[config.mk]
export PLATFORM = sky130hd
export DESIGN_NAME = spi_fm_ctrl
export DESIGN_NICKNAME = d
export VERILOG_FILES = /design/src/rtl/spi_fm_pkg.sv /design/src/rtl/spi_fm_fifo.sv /design/src/rtl/spi_fm_shifter.sv /design/src/rtl/spi_fm_ctrl.sv
export SDC_FILE = /design/constraint.sdc
export NUM_CORES = 1
export LEC_CHECK = 0
export CAP_MARGIN = 20
export CORE_UTILIZATION = 45
export DETAILED_ROUTE_END_ITERATION = 7
export DONT_BUFFER_PORTS = 1
export HOLD_SLACK_MARGIN = 0.03
export PLACE_DENSITY_LB_ADDON = 0.2
export RECOVER_POWER = 100
export SLEW_MARGIN = 5
export SYNTH_ARGS = -nofsm -noshare
export SYNTH_HDL_FRONTEND = slang
export SYNTH_SLANG_ARGS = --single-unit
export TNS_END_PERCENT = 30
[constraint.sdc]
create_clock -name clk -period 5.1 [get_ports clk]
set_clock_uncertainty 0.15 [all_clocks]
set_input_delay 0.255 -clock clk [delete_from_list [all_inputs] [get_ports clk]]
set_output_delay 0.255 -clock clk [all_outputs]
set_load 0.005 [all_outputs]
[src/rtl/spi_fm_pkg.sv]
package spi_fm_pkg;

    typedef enum logic [1:0] {
        MODE_HALT = 2'b00,
        MODE_CFG  = 2'b01,
        MODE_RUN  = 2'b10,
        MODE_RSVD = 2'b11
    } op_mode_e;

    typedef enum logic [1:0] {
        ENG_IDLE,
        ENG_FIRST_HALF,
        ENG_SECOND_HALF,
        ENG_STORE
    } eng_state_e;

    typedef struct packed {
        logic [1:0] rx_level;
        logic       rx_irq_en;
        logic       msb_first;
        logic       cpha;
        logic       cpol;
    } shape_t;

    localparam logic [7:0] OFS_MODE  = 8'h00;
    localparam logic [7:0] OFS_SHAPE = 8'h04;
    localparam logic [7:0] OFS_CLK   = 8'h08;
    localparam logic [7:0] OFS_STAT  = 8'h14;
    localparam logic [7:0] OFS_DATA  = 8'h18;

    localparam int NARROW_BITS = 8;

endpackage

[src/rtl/spi_fm_fifo.sv]
module spi_fm_fifo #(
    parameter int DEPTH = 4,
    parameter int WIDTH = 16,
    localparam int PW = (DEPTH > 1) ? $clog2(DEPTH) : 1,
    localparam int CW = $clog2(DEPTH + 1)
) (
    input  logic             clk,
    input  logic             rst_n,
    input  logic             flush,
    input  logic             push,
    input  logic [WIDTH-1:0] wdata,
    input  logic             pop,
    output logic [WIDTH-1:0] rdata,
    output logic [CW-1:0]    count,
    output logic             full,
    output logic             empty
);

    logic [WIDTH-1:0] mem [DEPTH];
    logic [PW-1:0]    wptr;
    logic [PW-1:0]    rptr;
    logic             do_push;
    logic             do_pop;

    function automatic logic [PW-1:0] bump(input logic [PW-1:0] p);
        return (p == PW'(DEPTH - 1)) ? '0 : p + 1'b1;
    endfunction

    assign full    = (count == CW'(DEPTH));
    assign empty   = (count == '0);
    assign do_push = push && !full;
    assign do_pop  = pop && !empty;
    assign rdata   = empty ? '0 : mem[rptr];

    always_ff @(posedge clk or negedge rst_n) begin
        if (!rst_n) begin
            wptr  <= '0;
            rptr  <= '0;
            count <= '0;
        end else if (flush) begin
            wptr  <= '0;
            rptr  <= '0;
            count <= '0;
        end else begin
            if (do_push) wptr <= bump(wptr);
            if (do_pop)  rptr <= bump(rptr);
            count <= count + CW'(do_push) - CW'(do_pop);
        end
    end

    always_ff @(posedge clk) begin
        if (do_push && !flush) mem[wptr] <= wdata;
    end

endmodule

[src/rtl/spi_fm_shifter.sv]
module spi_fm_shifter
    import spi_fm_pkg::*;
#(
    parameter int DIV_W  = 8,
    parameter int WORD_W = 16,
    localparam int PER_W = DIV_W + 1,
    localparam int BC_W  = $clog2(WORD_W + 1)
) (
    input  logic              clk,
    input  logic              rst_n,
    input  logic              start,
    input  logic [WORD_W-1:0] load_word,
    input  logic              cpol,
    input  logic              cpha,
    input  logic              msb_first,
    input  logic              wide,
    input  logic [DIV_W-1:0]  div_n,
    input  logic              miso,
    output logic              take,
    output logic              done,
    output logic [WORD_W-1:0] rx_word,
    output logic              sclk,
    output logic              mosi,
    output logic              busy
);

    eng_state_e        state;
    eng_state_e        nxt;
    logic [WORD_W-1:0] sr;
    logic [WORD_W-1:0] shifted;
    logic [PER_W-1:0]  cnt;
    logic [PER_W-1:0]  period;
    logic [PER_W-1:0]  half_a;
    logic [PER_W-1:0]  half_b;
    logic [DIV_W-1:0]  n_eff;
    logic [BC_W-1:0]   bits_left;
    logic              samp;
    logic              half_end;
    logic              last_bit;
    logic              sclk_q;
    logic              lat_cpol;
    logic              lat_cpha;
    logic              lat_msb;
    logic              lat_wide;

    // bit cell of n+1 cycles split into two halves
    assign n_eff    = (div_n == '0) ? DIV_W'(1) : div_n;
    assign period   = {1'b0, n_eff} + PER_W'(1);
    assign half_b   = period >> 1;
    assign half_a   = period - half_b;
    assign half_end = (state == ENG_FIRST_HALF)  ? (cnt == half_a - PER_W'(1)) :
                      (state == ENG_SECOND_HALF) ? (cnt == half_b - PER_W'(1)) : 1'b0;
    assign last_bit = (bits_left == BC_W'(1));

    // state register
    always_ff @(posedge clk or negedge rst_n) begin
        if (!rst_n) state <= ENG_IDLE;
        else        state <= nxt;
    end

    // next state
    always_comb begin
        nxt = state;
        unique case (state)
            ENG_IDLE:        if (start)    nxt = ENG_FIRST_HALF;
            ENG_FIRST_HALF:  if (half_end) nxt = ENG_SECOND_HALF;
            ENG_SECOND_HALF: if (half_end) nxt = last_bit ? ENG_STORE : ENG_FIRST_HALF;
            ENG_STORE:                     nxt = ENG_IDLE;
        endcase
    end

    always_comb begin
        if (lat_msb) begin
            shifted = {sr[WORD_W-2:0], samp};
        end else begin
            shifted = sr >> 1;
            if (lat_wide) shifted[WORD_W-1]      = samp;
            else          shifted[NARROW_BITS-1] = samp;
        end
    end

    // outputs and datapath
    always_ff @(posedge clk or negedge rst_n) begin
        if (!rst_n) begin
            sr        <= '0;
            samp      <= 1'b0;
            cnt       <= '0;
            bits_left <= '0;
            sclk_q    <= 1'b0;
            lat_cpol  <= 1'b0;
            lat_cpha  <= 1'b0;
            lat_msb   <= 1'b0;
            lat_wide  <= 1'b0;
        end else begin
            unique case (state)
                ENG_IDLE: begin
                    cnt    <= '0;
                    sclk_q <= cpol;
                    if (start) begin
                        sr        <= load_word;
                        bits_left <= wide ? BC_W'(WORD_W) : BC_W'(NARROW_BITS);
                        lat_cpol  <= cpol;
                        lat_cpha  <= cpha;
                        lat_msb   <= msb_first;
                        lat_wide  <= wide;
                        sclk_q    <= cpol ^ cpha;
                    end
                end
                ENG_FIRST_HALF: begin
                    if (half_end) begin
                        cnt    <= '0;
                        samp   <= miso;
                        sclk_q <= ~(lat_cpol ^ lat_cpha);
                    end else begin
                        cnt <= cnt + PER_W'(1);
                    end
                end
                ENG_SECOND_HALF: begin
                    if (half_end) begin
                        cnt       <= '0;
                        sr        <= shifted;
                        bits_left <= bits_left - BC_W'(1);
                        sclk_q    <= last_bit ? lat_cpol : (lat_cpol ^ lat_cpha);
                    end else begin
                        cnt <= cnt + PER_W'(1);
                    end
                end
                ENG_STORE: begin
                    sclk_q <= lat_cpol;
                end
            endcase
        end
    end

    assign take    = (state == ENG_IDLE) && start;
    assign done    = (state == ENG_STORE);
    assign busy    = (state != ENG_IDLE);
    assign sclk    = sclk_q;
    assign mosi    = lat_msb ? (lat_wide ? sr[WORD_W-1] : sr[NARROW_BITS-1]) : sr[0];
    assign rx_word = lat_wide ? sr : {{(WORD_W-NARROW_BITS){1'b0}}, sr[NARROW_BITS-1:0]};

endmodule

[src/rtl/spi_fm_ctrl.sv]
module spi_fm_ctrl
    import spi_fm_pkg::*;
#(
    parameter int ADDR_W     = 8,
    parameter int FIFO_DEPTH = 4,
    parameter int DIV_W      = 8,
    parameter int WORD_W     = 16,
    localparam int CW = $clog2(FIFO_DEPTH + 1)
) (
    input  logic              clk,
    input  logic              rst_n,
    input  logic              bus_we,
    input  logic              bus_re,
    input  logic [ADDR_W-1:0] bus_addr,
    input  logic [31:0]       bus_wdata,
    output logic [31:0]       bus_rdata,
    output logic              sclk,
    output logic              mosi,
    input  logic              miso,
    output logic              irq
);

    op_mode_e          mode_q;
    logic              stop_q;
    shape_t            shape_q;
    logic [DIV_W-1:0]  div_q;
    logic [7:0]        len_q;

    logic              sel_mode, sel_shape, sel_clk, sel_stat, sel_data;
    logic              flush;
    logic              wide;
    logic              start;
    logic              take, done, busy;
    logic [WORD_W-1:0] rx_word;
    logic [WORD_W-1:0] tx_head, rx_head;
    logic [CW-1:0]     tx_count, rx_count;
    logic              tx_full, tx_empty, rx_full, rx_empty;
    logic              rx_hit;
    logic              idle;

    assign sel_mode  = (bus_addr == ADDR_W'(OFS_MODE));
    assign sel_shape = (bus_addr == ADDR_W'(OFS_SHAPE));
    assign sel_clk   = (bus_addr == ADDR_W'(OFS_CLK));
    assign sel_stat  = (bus_addr == ADDR_W'(OFS_STAT));
    assign sel_data  = (bus_addr == ADDR_W'(OFS_DATA));

    assign flush = bus_we && sel_mode && bus_wdata[0] && (bus_wdata[7:6] == MODE_CFG);

    always_ff @(posedge clk or negedge rst_n) begin
        if (!rst_n) begin
            mode_q  <= MODE_CFG;
            stop_q  <= 1'b0;
            shape_q <= '0;
            div_q   <= DIV_W'(1);
            len_q   <= 8'd8;
        end else if (bus_we) begin
            if (sel_mode) begin
                mode_q <= op_mode_e'(bus_wdata[7:6]);
                stop_q <= bus_wdata[1];
            end
            if (sel_shape) begin
                shape_q.cpol      <= bus_wdata[0];
                shape_q.cpha      <= bus_wdata[1];
                shape_q.msb_first <= bus_wdata[2];
                shape_q.rx_irq_en <= bus_wdata[9];
                shape_q.rx_level  <= bus_wdata[13:12];
            end
            if (sel_clk && mode_q == MODE_CFG) begin
                div_q <= bus_wdata[8 +: DIV_W];
                len_q <= bus_wdata[7:0];
            end
        end
    end

    assign wide  = (len_q == 8'd16);
    assign start = (mode_q == MODE_RUN) && !stop_q && !tx_empty && !rx_full;

    spi_fm_fifo #(.DEPTH(FIFO_DEPTH), .WIDTH(WORD_W)) u_txq (
        .clk   (clk),
        .rst_n (rst_n),
        .flush (flush),
        .push  (bus_we && sel_data),
        .wdata (bus_wdata[WORD_W-1:0]),
        .pop   (take),
        .rdata (tx_head),
        .count (tx_count),
        .full  (tx_full),
        .empty (tx_empty)
    );

    spi_fm_fifo #(.DEPTH(FIFO_DEPTH), .WIDTH(WORD_W)) u_rxq (
        .clk   (clk),
        .rst_n (rst_n),
        .flush (flush),
        .push  (done),
        .wdata (rx_word),
        .pop   (bus_re && sel_data),
        .rdata (rx_head),
        .count (rx_count),
        .full  (rx_full),
        .empty (rx_empty)
    );

    spi_fm_shifter #(.DIV_W(DIV_W), .WORD_W(WORD_W)) u_eng (
        .clk       (clk),
        .rst_n     (rst_n),
        .start     (start),
        .load_word (tx_head),
        .cpol      (shape_q.cpol),
        .cpha      (shape_q.cpha),
        .msb_first (shape_q.msb_first),
        .wide      (wide),
        .div_n     (div_q),
        .miso      (miso),
        .take      (take),
        .done      (done),
        .rx_word   (rx_word),
        .sclk      (sclk),
        .mosi      (mosi),
        .busy      (busy)
    );

    assign rx_hit = (rx_count >= (CW'(shape_q.rx_level) + CW'(1)));
    assign irq    = rx_hit && shape_q.rx_irq_en;
    assign idle   = !busy && tx_empty;

    always_comb begin
        bus_rdata = '0;
        if (sel_mode)  bus_rdata = {24'b0, mode_q, 4'b0, stop_q, 1'b0};
        if (sel_shape) bus_rdata = {18'b0, shape_q.rx_level, 2'b0, shape_q.rx_irq_en,
                                    6'b0, shape_q.msb_first, shape_q.cpha, shape_q.cpol};
        if (sel_clk)   bus_rdata = {16'b0, 8'(div_q), len_q};
        if (sel_stat)  bus_rdata = {17'b0, rx_hit, 3'(tx_count), 3'(rx_count), 5'b0, idle, 2'b0};
        if (sel_data)  bus_rdata = {16'b0, 16'(rx_head)};
    end

endmodule

# --- After elaboration in Yosys (flattened, before gate mapping) ---
# Memories as Yosys holds them, arrays and structs flattened.
# Cells that the tools add are included.
# Widths: inputs -> output; s select.
totals:
  in_bits: 45
  register_bits: 77
  output_inout_bits: 35
  elab_cells: 168
  memories: 2
  mem_bits_rw: 128
mem_list:
  columns: ["memory", "depth", "width", "rd", "rd_clocked_by_memory_dff", "write_ports", "line", "rtl"]
  rows:
  - ["u_rxq.mem", 4, 16, 1, 0, 1, "spi_fm_fifo.sv:19", "logic [WIDTH-1:0] mem [DEPTH];"]
  - ["u_txq.mem", 4, 16, 1, 0, 1, "spi_fm_fifo.sv:19", null]
op_classes:
  bitwise_logic: 3
  n_mux: 53
  add_sub_neg: 15
  eq_ne: 23
  n_reduce_logical: 46
  n_lt_le_gt_ge: 1
op_table:
  columns: ["op", "n"]
  rows:
  - ["$mux 32", 4]
  - ["$mux 16", 6]
  - ["$mux 2", 16]
  - ["$pmux 16 s2", 1]
  - ["$eq 8x5->1 const B", 3]
  - ["$eq 9x9->1", 2]
  - ["$logic_and 1x1->1", 18]
  - ["$pmux 9 s2", 1]
  - ["$logic_not 8->1", 2]
  - ["$mux 8", 2]
  - ["$mux 5", 3]
  - ["$eq 2x2->1 const B", 7]
  - ["$mux 1", 14]
  - ["$reduce_bool 2->1", 7]
  - ["$reduce_and 2->1", 6]
  - ["$pmux 5 s2", 1]
  - ["$add 8x1->9 const B", 1]
  - ["$add 9x1->9 const B", 1]
  - ["$mux 9", 1]
  - ["$sub 8x1->9 const B", 1]
  - ["$sub 9x1->9 const B", 1]
  - ["$sub 9x8->9", 1]
  - ["$add 2x1->2 const B", 4]
  - ["$eq 8x3->1 const B", 1]
  - ["other kinds (20)", 37]

# --- Logic depth before layout (Yosys ltp) ---
# Gate-level depths: netlist of run 1.
logic_depth:
  word_depth: 9
  depth_mapped: 16

# --- Cells and area by module ---
# A second synthesis of run 1 with hierarchy kept.
hier_totals:
  cells_unflattened: 873
  hier_area_um2: 11313.4
by_module_without_submodules:
  columns: ["module", "cells_each", "seq_area_each_um2", "n_inst", "area_each_um2"]
  rows:
  - ["spi_fm_fifo", 150, 2097.0, 2, 3011.6]
  - ["spi_fm_shifter", 427, 950.9, 1, 3609.7]
  - ["spi_fm_ctrl", 146, 629.4, 1, 1680.4]

# --- Worst setup path before layout of run 1 ---
# Ideal clock, no wire load.
synth_timing:
  path_kind: "register -> register"
  start: "register div_q[7]"
  end: "register u_eng.sr[10]"
  path_buffers: 2
  path_slack_ns: 1.243
  setup_ns: 0.125
  path_stages_with_launch: 16
  t_arrival_ns: 3.582
  path_cell_list: "dfrtp_1 > clkbuf_1 > nor4_1 > a21oi_1 > ha_1 > inv_1 > ha_1 > nand2b_4 > a2111o_1 > a21oi_1 > o22ai_1 > nor4b_4 > a22oi_4 > a21oi_4 > buf_12 > mux2_4"
synth_between:
  elab_chain_len: 9
synth_rtl:
  columns: ["item", "line", "rtl"]
  rows:
  - ["from (decl)", "spi_fm_ctrl.sv:26", "logic [DIV_W-1:0] div_q;"]
  - ["from (signal assigned)", "spi_fm_ctrl.sv:69", "div_q <= bus_wdata[8 +: DIV_W];"]
  - ["$logic_not 8->1", "spi_fm_shifter.sv:47", "assign n_eff = (div_n == '0) ? DIV_W'(1) : div_n;"]
  - ["$mux 8 (*)", "spi_fm_shifter.sv:47", null]
  - ["$add 8x1->9 (*)", "spi_fm_shifter.sv:48", "assign period = {1'b0, n_eff} + PER_W'(1);"]
  - ["$sub 9x8->9 / $sub 8x1->9 (equally long branches)", "spi_fm_shifter.sv:50, spi_fm_shifter.sv:52", null]
  - ["$sub 9x1->9 / $eq 9x9->1 (equally long branches)", "spi_fm_shifter.sv:51, spi_fm_shifter.sv:52", null]
  - ["$eq 9x9->1 / $mux 1 (equally long branches)", "spi_fm_shifter.sv:51, spi_fm_shifter.sv:52", null]
  - ["$mux 1 (*)", "spi_fm_shifter.sv:51", "assign half_end = (state == ENG_FIRST_HALF) ? (cnt == half_a - PER_W'(1)) :"]
  - ["$ne 2x1->1 (no source line) (*)", null, null]
  - ["$reduce_and 3->1 (no source line) (*)", null, null]
  - ["to (signal assigned)", "spi_fm_shifter.sv:100", "sr <= load_word;"]
  - ["to (signal assigned)", "spi_fm_shifter.sv:121", "sr <= shifted;"]
  - ["to (decl)", "spi_fm_shifter.sv:29", "logic [WORD_W-1:0] sr;"]
# Every way passes the cells marked *; elsewhere a longest branch is shown, timed or not.
# A chain may end at the register's enable or synchronous reset.

# --- Worst setup path in the final report of run 1 ---
layout_timing:
  start: "register div_q[0]"
  end: "register u_eng.sr[3]"
# Same word-level chain as after synthesis.

==> results of run 1 <==
## synthesized netlist by cell type, types with 6 or more instances
master / count
nand3_1: 9
mux4_2: 32
edfxtp_1: 128
a22o_1: 6
o21ai_0: 30
xnor2_1: 23
and2_1: 18
xor2_1: 8
clkbuf_1: 22
dfrtp_1: 74
a21oi_1: 23
nor2_1: 30
buf_2: 6
mux2i_1: 18
inv_1: 48
nand2_1: 74
nor3_1: 16
buf_1: 8
ha_1: 46
nor2b_1: 9
mux2_2: 35
mux2_4: 8
a222oi_1: 11
buf_4: 16
nand2b_1: 6
## worst max-delay path: cells and delay by family, from the launching register on
| kind | cells | cell delay (ns) |
|---|---|---|
| XOR/XNOR | 1 | 0.20 |
| multiplexers | 1 | 0.41 |
| AO/OA/AOI/OAI | 5 | 1.51 |
| AND/OR/NAND/NOR | 4 | 1.22 |
| adder cells (fa/ha/maj) | 1 | 0.41 |
| flip-flops | 1 | 0.59 |
## path summary, 6_finish.rpt
kind | startpoint | endpoint | slack, ns
max in group asynchronous | rst_n | len_q[5]$_DFFE_PN0P_ | 1.09
setup reg to reg | div_q[0]$_DFFE_PN1P_ | u_eng.sr[3]$_DFFE_PN0P_ | 0.51
min in group asynchronous | rst_n | u_rxq.rptr[1]$_DFFE_PN0P_ | 1.65
hold reg to reg | u_eng.sr[8]$_DFFE_PN0P_ | u_eng.sr[8]$_DFFE_PN0P_ | 0.37
setup / recovery | div_q[0]$_DFFE_PN1P_ | u_eng.sr[3]$_DFFE_PN0P_ | 0.51
hold / removal | bus_we | shape_q[2]$_DFFE_PN0P_ | 0.06
## timing repair
item / in CTS / in global routing
resized for setup: 0 / 0
hold buffers: 22 / 0
endpoints found under the hold margin: 181 / 0
## cells by family after synthesis
kind of cell | count (synthesis) | share of synthesized area, %
flops | 205 | 55.38
simple gates | 202 | 10.02
compound gates | 114 | 7.836
buf+inv | 101 | 4.440
mux | 94 | 13.79
fa+ha+maj | 48 | 5.904
xor+xnor | 31 | 2.604
other cells | 1 | 0.03596
## power by group through the flow
stage | sequential, mW | combinational [mW] | clock [mW]
after floorplan | 2.16 | 0.988 | 0
after global placement | 2.26 | 1.12 | 0
after detailed placement | 2.27 | 1.17 | 0
after CTS | 2.24 | 1.21 | 1.71
after global routing | 2.26 | 1.30 | 1.77
final | 2.23 | 1.17 | 1.68
## state kept, by name (all words and copies together), names as in the netlist, 2 cells and up
| signal | count |
|---|---|
| u_rxq.mem | 64 |
| u_txq.mem | 64 |
| u_eng.sr | 16 |
| u_eng.cnt | 9 |
| div_q | 8 |
| len_q | 8 |
| shape_q | 6 |
| u_eng.bits_left | 5 |
| u_rxq.count | 3 |
| u_txq.count | 3 |
| mode_q | 2 |
| u_eng.state | 2 |
| u_rxq.rptr | 2 |
| u_rxq.wptr | 2 |
| u_txq.rptr | 2 |
| u_txq.wptr | 2 |
## layer usage
layer  GRT usage, %  share of wire, %
met1          26.09                43
met2          33.42                48
met3          4.203               5.6
met4          6.381               3.0
met5              0                 0
## metrics by stage
step | util [%] | hold slack, ns | instance area (sq um) | std cells
after floorplan | - | -0.1906 | 10480 | 811
final | 50.91 | 0.05876 | 11560 | 1111
after global placement | 46.61 | -0.1866 | 10590 | 1046
after global routing | 50.91 | 0.07473 | 11560 | 1111
after detailed placement | 46.61 | -0.1868 | 10590 | 1046
after CTS | 51.07 | 0.04793 | 11600 | 1110
## layout make-up
class / count / area share [%]
inverters: 48 / 1.558
well taps: 285 / 3.084
multi-input cells: 505 / 36.40
repair buffers: 26 / 2.305
clock inverters: 10 / 1.093
clock buffers: 32 / 5.616
flip-flops and latches: 205 / 49.94
==> summary.md, run 1 <==
| Metric | Value |
|---|---|
| Later-pin clock latency in the skew report | `0.52 ns` |
| Fillcell total | `1962` |
| Crit-path max FO | `17` |
| Slew headroom | `-145.0%` |
| Commonest non-fill, non-tap cell in the layout | `edfxtp_1` |
| Worst min-delay path category | `in2reg` |
| CTS Sinks | `205` |
| CTS tree | `built` |
| Setup tns final | `0 ns` |
| Min Tclk post-route | `4.594 ns` |
| Die Wd | `154.2 microns` |
| TritonRoute pass-1 iters | `8` |
| Sequential share of power | `43.9%` |
| Vias post-DR | `6330` |
| Period Utilization, post-route | `90.09%` |
| Ys flop type | `edfxtp_1` |
| Syn-to-layout area delta | `10.88%` |
| Setup Crit Path Kind | `reg2reg` |
| Average wire per standard cell | `20.86 microns` |
| Worst slack, placed | `0.5426 ns` |
| Initial Utilization | `45.92%` |
| Status | `finished, violations left` |
| CTS clk-pin slew, worst paths | `0.06 ns` |
| First-pass GRT wire length | `36.35 mm` |
| PnR worst setup slack | `0.5056 ns` |
| FF/Latch Area | `5774 sq um` |
| TritonCTS buffer count | `23` |
| WP data required | `5.35 ns` |
| Int Power | `3.527 mW` |
| Startpoint types | `flip-flop` |
| Hold violation total from the final report | `0` |
| Yosys reg bits | `205` |
| Area of the multi-input gates | `4209 sq um` |
| Site Rows | `55` |
| Post-synth top area cell | `edfxtp_1` |
| Vias in the first global route | `6425` |
| Max clock buf depth | `3` |
| Number of setup buffers added after CTS | `0` |
| Leak pwr | `4.520 nW` |
| Psw | `1.554 mW` |
| CTS root buf | `clkbuf_16` |
| Core footprint | `22710 sq um` |
| Slew Limit Fails | `78` |
| ANT cells | `0` |
| Clock group share of total power | `33.0%` |
| Post-route DRC violation count | `0` |
| Fraction of registers with async set/reset | `37.56%` |
| Post-route ant nets | `0` |
| Overall Power | `5.081 mW` |
| Share of layout cells above drive strength 1 | `15.25%` |
| Yosys cell types | `75` |
| Grt ovf | `0` |
| Port Buffers | `0` |
| Die ar. | `23790 sq um` |
| Post-synth top area share | `36.86%` |
| Synthesized area | `10430 sq um` |
| Net Sw Frac | `30.59%` |
| Die Span Y | `154.2 microns` |
| Combinational share of power | `23.1%` |
| Worst EP arrival | `4.85 ns` |
| CP Capture Type | `flip-flop` |
| Pwr per Cell Area | `439.4 nW/um^2` |
| All-Layer GR Usage | `19.99%` |
| Routability Congestion | `0.8680` |
| Slew @ Worst Pin | `3.675 ns` |
| Final wirelength | `23.18 mm` |
| Critical path's slowest cell | `a21oi_4` |
| Max-cap violations | `1` |
| Unrepaired setup endpoints after global routing | `no` |
| I/O pins | `80` |
| Layout Nets | `902` |
| Syn_area_per_cell | `13.10 sq um` |
| Yosys warning count | `0` |
| Initial DRC Count | `391` |
| Register area share after synthesis | `55.38%` |
| Worst hold path cell count | `2` |
| Critical Path, Cell by Cell | `nand3_1 -> or3_1 -> and2_0 -> ha_1 -> xor2_1 -> a2111oi_0 -> a211o_1 -> o221ai_2 -> nor4b_4 -> a22oi_4 -> a21oi_4 -> mux2_2` |
| Fmax | `217.7 MHz` |
| Largest net degree at the start of global routing | `78` |
| Worst reg2reg path depth | `12` |
| Drt via density | `5.698` |
| Setup violators final | `0` |
| Initial antenna violation count | `0` |
| Max incr delay on CP | `0.60 ns` |
| Syn Inst Count | `796` |
| Commonest cells after routing, fill and taps aside | `128 x edfxtp_1, 74 x nand2_1, 74 x dfrtp_1` |
| Top cells by area, synth | `edfxtp_1 37%, dfrtp_1 18%, mux4_2 6.9%, ha_1 5.5%, mux2_2 3.8%` |
| Max IR drop VDD | `0.3679 mV` |
| Failing checks | `max-capacitance violations, max-slew violations` |
| H-tree levels | `1` |
| EDFF count, synth | `128` |
| DP HPWL | `16.31 mm` |
No activity file was read; power rests on OpenSTA's default activity.
==> inputs of run 2 (changes only) <==
Settings changed: PLACE_DENSITY_LB_ADDON 0.2 to 0.05, SLEW_MARGIN 5 to default.
==> run 2 against run 1 <==
The flow still finishes with violations (max-capacitance violations, max-slew violations). Utilization down 0.39 points. Sequential power about the same. Critical path depth rose by 2. Clock power down 9%. Final area is 0.77% lower. Worst setup slack gained 0.17 ns. Worst hold slack improved by 0.10 ns. Global-route usage increased by 1.1 points. Critical endpoint is now u_eng.sr[15]$_DFFE_PN0P_. Cell count is 0.27% higher. First-iteration DRC count up 45%. Critical path type unchanged. Total power is 2.8% lower.
==> summary.md, run 2 (synthesized netlist as in run 1, its figures left out) <==
| Metric | Value |
|---|---|
| I/O pins | `80 (unchanged)` |
| Slew @ Worst Pin | `3.731 ns (+0.05612 ns)` |
| Slew Limit Fails | `78 (unchanged)` |
| Max IR drop VDD | `0.3012 mV (-18%)` |
| Max incr delay on CP | `0.48 ns (-0.12 ns)` |
| ANT cells | `0 (unchanged)` |
| Fmax | `225.9 MHz (+3.8%)` |
| Top delay family on crit path | `compound AO/OA/AOI/OAI gates` |
| Initial antenna violation count | `0 (unchanged)` |
| Initial DRC Count | `566 (+45%)` |
| Unrepaired setup endpoints after global routing | `no` |
| Number of setup buffers added after CTS | `0 (unchanged)` |
| DP HPWL | `17.02 mm (+4.4%)` |
| CTS Sinks | `205 (unchanged)` |
| Finished Core Util | `50.52% (-0.39 points)` |
| Finished Cell Area | `11470 sq um (-0.77%)` |
| FF/Latch Area | `5774 sq um (unchanged)` |
| Later-pin clock latency in the skew report | `0.53 ns (about the same)` |
| Max-cap violations | `1 (unchanged)` |
| Post-route ant nets | `0 (unchanged)` |
| Status | `finished, violations left` |
| Largest net degree at the start of global routing | `78 (unchanged)` |
| Fillcell total | `1950 (-0.61%)` |
| Crit path depth | `14 (+2)` |
| TritonCTS buffer count | `23 (unchanged)` |
| Initial Utilization | `45.92% (unchanged)` |
| FF-to-FF End | `u_eng.sr[15]$_DFFE_PN0P_` |
| Placed Area | `10620 sq um (+0.28%)` |
| Worst reg2reg path depth | `14 (+2)` |
| CTS clk-pin slew, worst paths | `0.06 ns (about the same)` |
| Setup violators final | `0 (unchanged)` |
| Layout Nets | `905 (+0.33%)` |
| Die Wd | `154.2 microns (unchanged)` |
| Routability Congestion | `0.8464 (-2.5%)` |
| Fin Hold WS | `0.1615 ns (+0.1027 ns)` |
| Endpoint, Worst Hold | `stop_q$_DFFE_PN0P_` |
| Period Utilization, post-route | `86.81% (-3.3 points)` |
| Setup Crit Path Kind | `reg2reg` |
| H-tree levels | `1 (unchanged)` |
| Critical path's slowest cell | `dfrtp_1` |
| Max clock buf depth | `3 (unchanged)` |
| Average wire per standard cell | `21.85 microns (+4.7%)` |
| Min Tclk post-route | `4.427 ns (-0.1672 ns)` |
| Hold violation total from the final report | `0 (unchanged)` |
| Reg2reg start | `div_q[4]$_DFFE_PN0P_` |
| Worst hold path cell count | `4 (+2)` |
| CP Capture Type | `flip-flop` |
| Overall Power | `4.936 mW (-2.8%)` |
| Post-route DRC violation count | `0 (unchanged)` |
| Vias post-DR | `6360 (+0.47%)` |
| Grt ovf | `0 (unchanged)` |
| Commonest non-fill, non-tap cell in the layout | `edfxtp_1` |
| Finished Layout Cells | `1114 (+0.27%)` |
| Worst path bufs/invs | `2 (+2)` |
| Worst EP arrival | `4.68 ns (-0.17 ns)` |
| Pwr per Cell Area | `430.2 nW/um^2 (-2.1%)` |
| Slew headroom | `-148.7% (-3.7 points)` |
| DP Cell Count | `1050 (+0.38%)` |
| WP data required | `5.35 ns (about the same)` |
| Port Buffers | `0 (unchanged)` |
| All-Layer GR Usage | `21.07% (+1.1 points)` |
| Failing checks | `max-capacitance violations, max-slew violations` |
| Worst slack, placed | `0.6552 ns (+0.1126 ns)` |
| Startpoint types | `flip-flop` |
| Share of layout cells above drive strength 1 | `14.60% (-0.66 points)` |
| TritonRoute pass-1 iters | `7 (-1)` |
| Reg2Reg Setup Slack | `0.67 ns (+0.17 ns)` |
| Critical Path, Cell by Cell | `nor4_1 -> a21oi_1 -> ha_1 -> inv_1 -> ha_1 -> nand2b_1 -> a2111o_1 -> a21oi_1 -> o22ai_1 -> nor4b_4 -> a22oi_4 -> a21oi_4 -> buf_4 -> mux2_2` |
| Drt via density | `5.709 (+0.20%)` |
| Worst min-delay path category | `in2reg` |
| Commonest cells after routing, fill and taps aside | `128 x edfxtp_1, 74 x nand2_1, 74 x dfrtp_1` |
| CTS root buf | `clkbuf_16` |
| Site Rows | `55 (unchanged)` |
| Setup tns final | `0 ns (unchanged)` |
| Area of the multi-input gates | `4209 sq um (unchanged)` |
| Core footprint | `22710 sq um (unchanged)` |
| Crit-path max FO | `18 (+1)` |
| Syn-to-layout area delta | `10.03%` |
| CTS tree | `built` |
| Die Span Y | `154.2 microns (unchanged)` |
| Leak pwr | `4.487 nW (-0.73%)` |
| Final wirelength | `24.34 mm (+5.0%)` |
| First-pass GRT wire length | `37.69 mm (+3.7%)` |
| Die ar. | `23790 sq um (unchanged)` |
| Hold Path Origin | `bus_addr[4]` |
| Vias in the first global route | `6389 (-0.56%)` |
| PnR worst setup slack | `0.6728 ns (+0.1672 ns)` |
| Largest regs | `u_rxq.mem: 64 flops, u_txq.mem: 64 flops, u_eng.sr: 16 flops` |
run 2: cell count changes in the layout (fill, tap and decap cells not counted), sizes merged:
cell      change
buf           +3
bufinv        -2
clkbuf        +3
clkinv        +3
clkinvlp      -3
inv           -1
run 2: worst max-delay path by stage:
stage | end | start | slack [ns]
after CTS | u_eng.sr[15]$_DFFE_PN0P_ | div_q[0]$_DFFE_PN1P_ | 0.64
after global routing | u_eng.cnt[5]$_DFFE_PN0P_ | rst_n | 0.24
final | u_eng.sr[15]$_DFFE_PN0P_ | div_q[4]$_DFFE_PN0P_ | 0.67
after global placement | u_eng.sr[3]$_DFFE_PN0P_ | div_q[0]$_DFFE_PN1P_ | 0.74
after floorplan | u_eng.sr[10]$_DFFE_PN0P_ | div_q[7]$_DFFE_PN0P_ | 1.24
after detailed placement | u_eng.sr[15]$_DFFE_PN0P_ | div_q[0]$_DFFE_PN1P_ | 0.66
run 2: routing by layer:
metal	track usage, %	share of wire (%)
met1	27.98	43
met4	4.714	2.0
met5	0	0
met3	3.670	5.7
met2	36.17	50
run 2: area by class of cell:
cell class	count	area share [%]
repair buffers	29	2.312
clock buffers	35	5.583
clock inverters	7	0.4144
flip-flops and latches	205	50.33
well taps	285	3.108
multi-input cells	505	36.68
inverters	48	1.570
run 2: worst register-to-register path: stages (launching register included):
cell and delay [ns]:
dfrtp_1 0.48, nor4_1 0.31, a21oi_1 0.12, ha_1 0.39, inv_1 0.07, ha_1 0.30, nand2b_1 0.21, a2111o_1 0.46
a21oi_1 0.16, o22ai_1 0.14, nor4b_4 0.44, a22oi_4 0.24, a21oi_4 0.19, buf_4 0.29, mux2_2 0.39
run 2: repair_timing:
action,CTS,global route
resized for setup,0,0
endpoints found under the hold margin,181,0
hold buffers,22,0
setup endpoints to repair,0,0
run 2: where the power goes:
part           internal, mW  switching, mW  leakage, nW  total, mW
Combinational         0.514          0.670         2.02       1.18
Clock                 0.870          0.655        0.338       1.53
Sequential             2.01          0.221         2.13       2.23
Total                  3.39           1.55         4.49       4.94
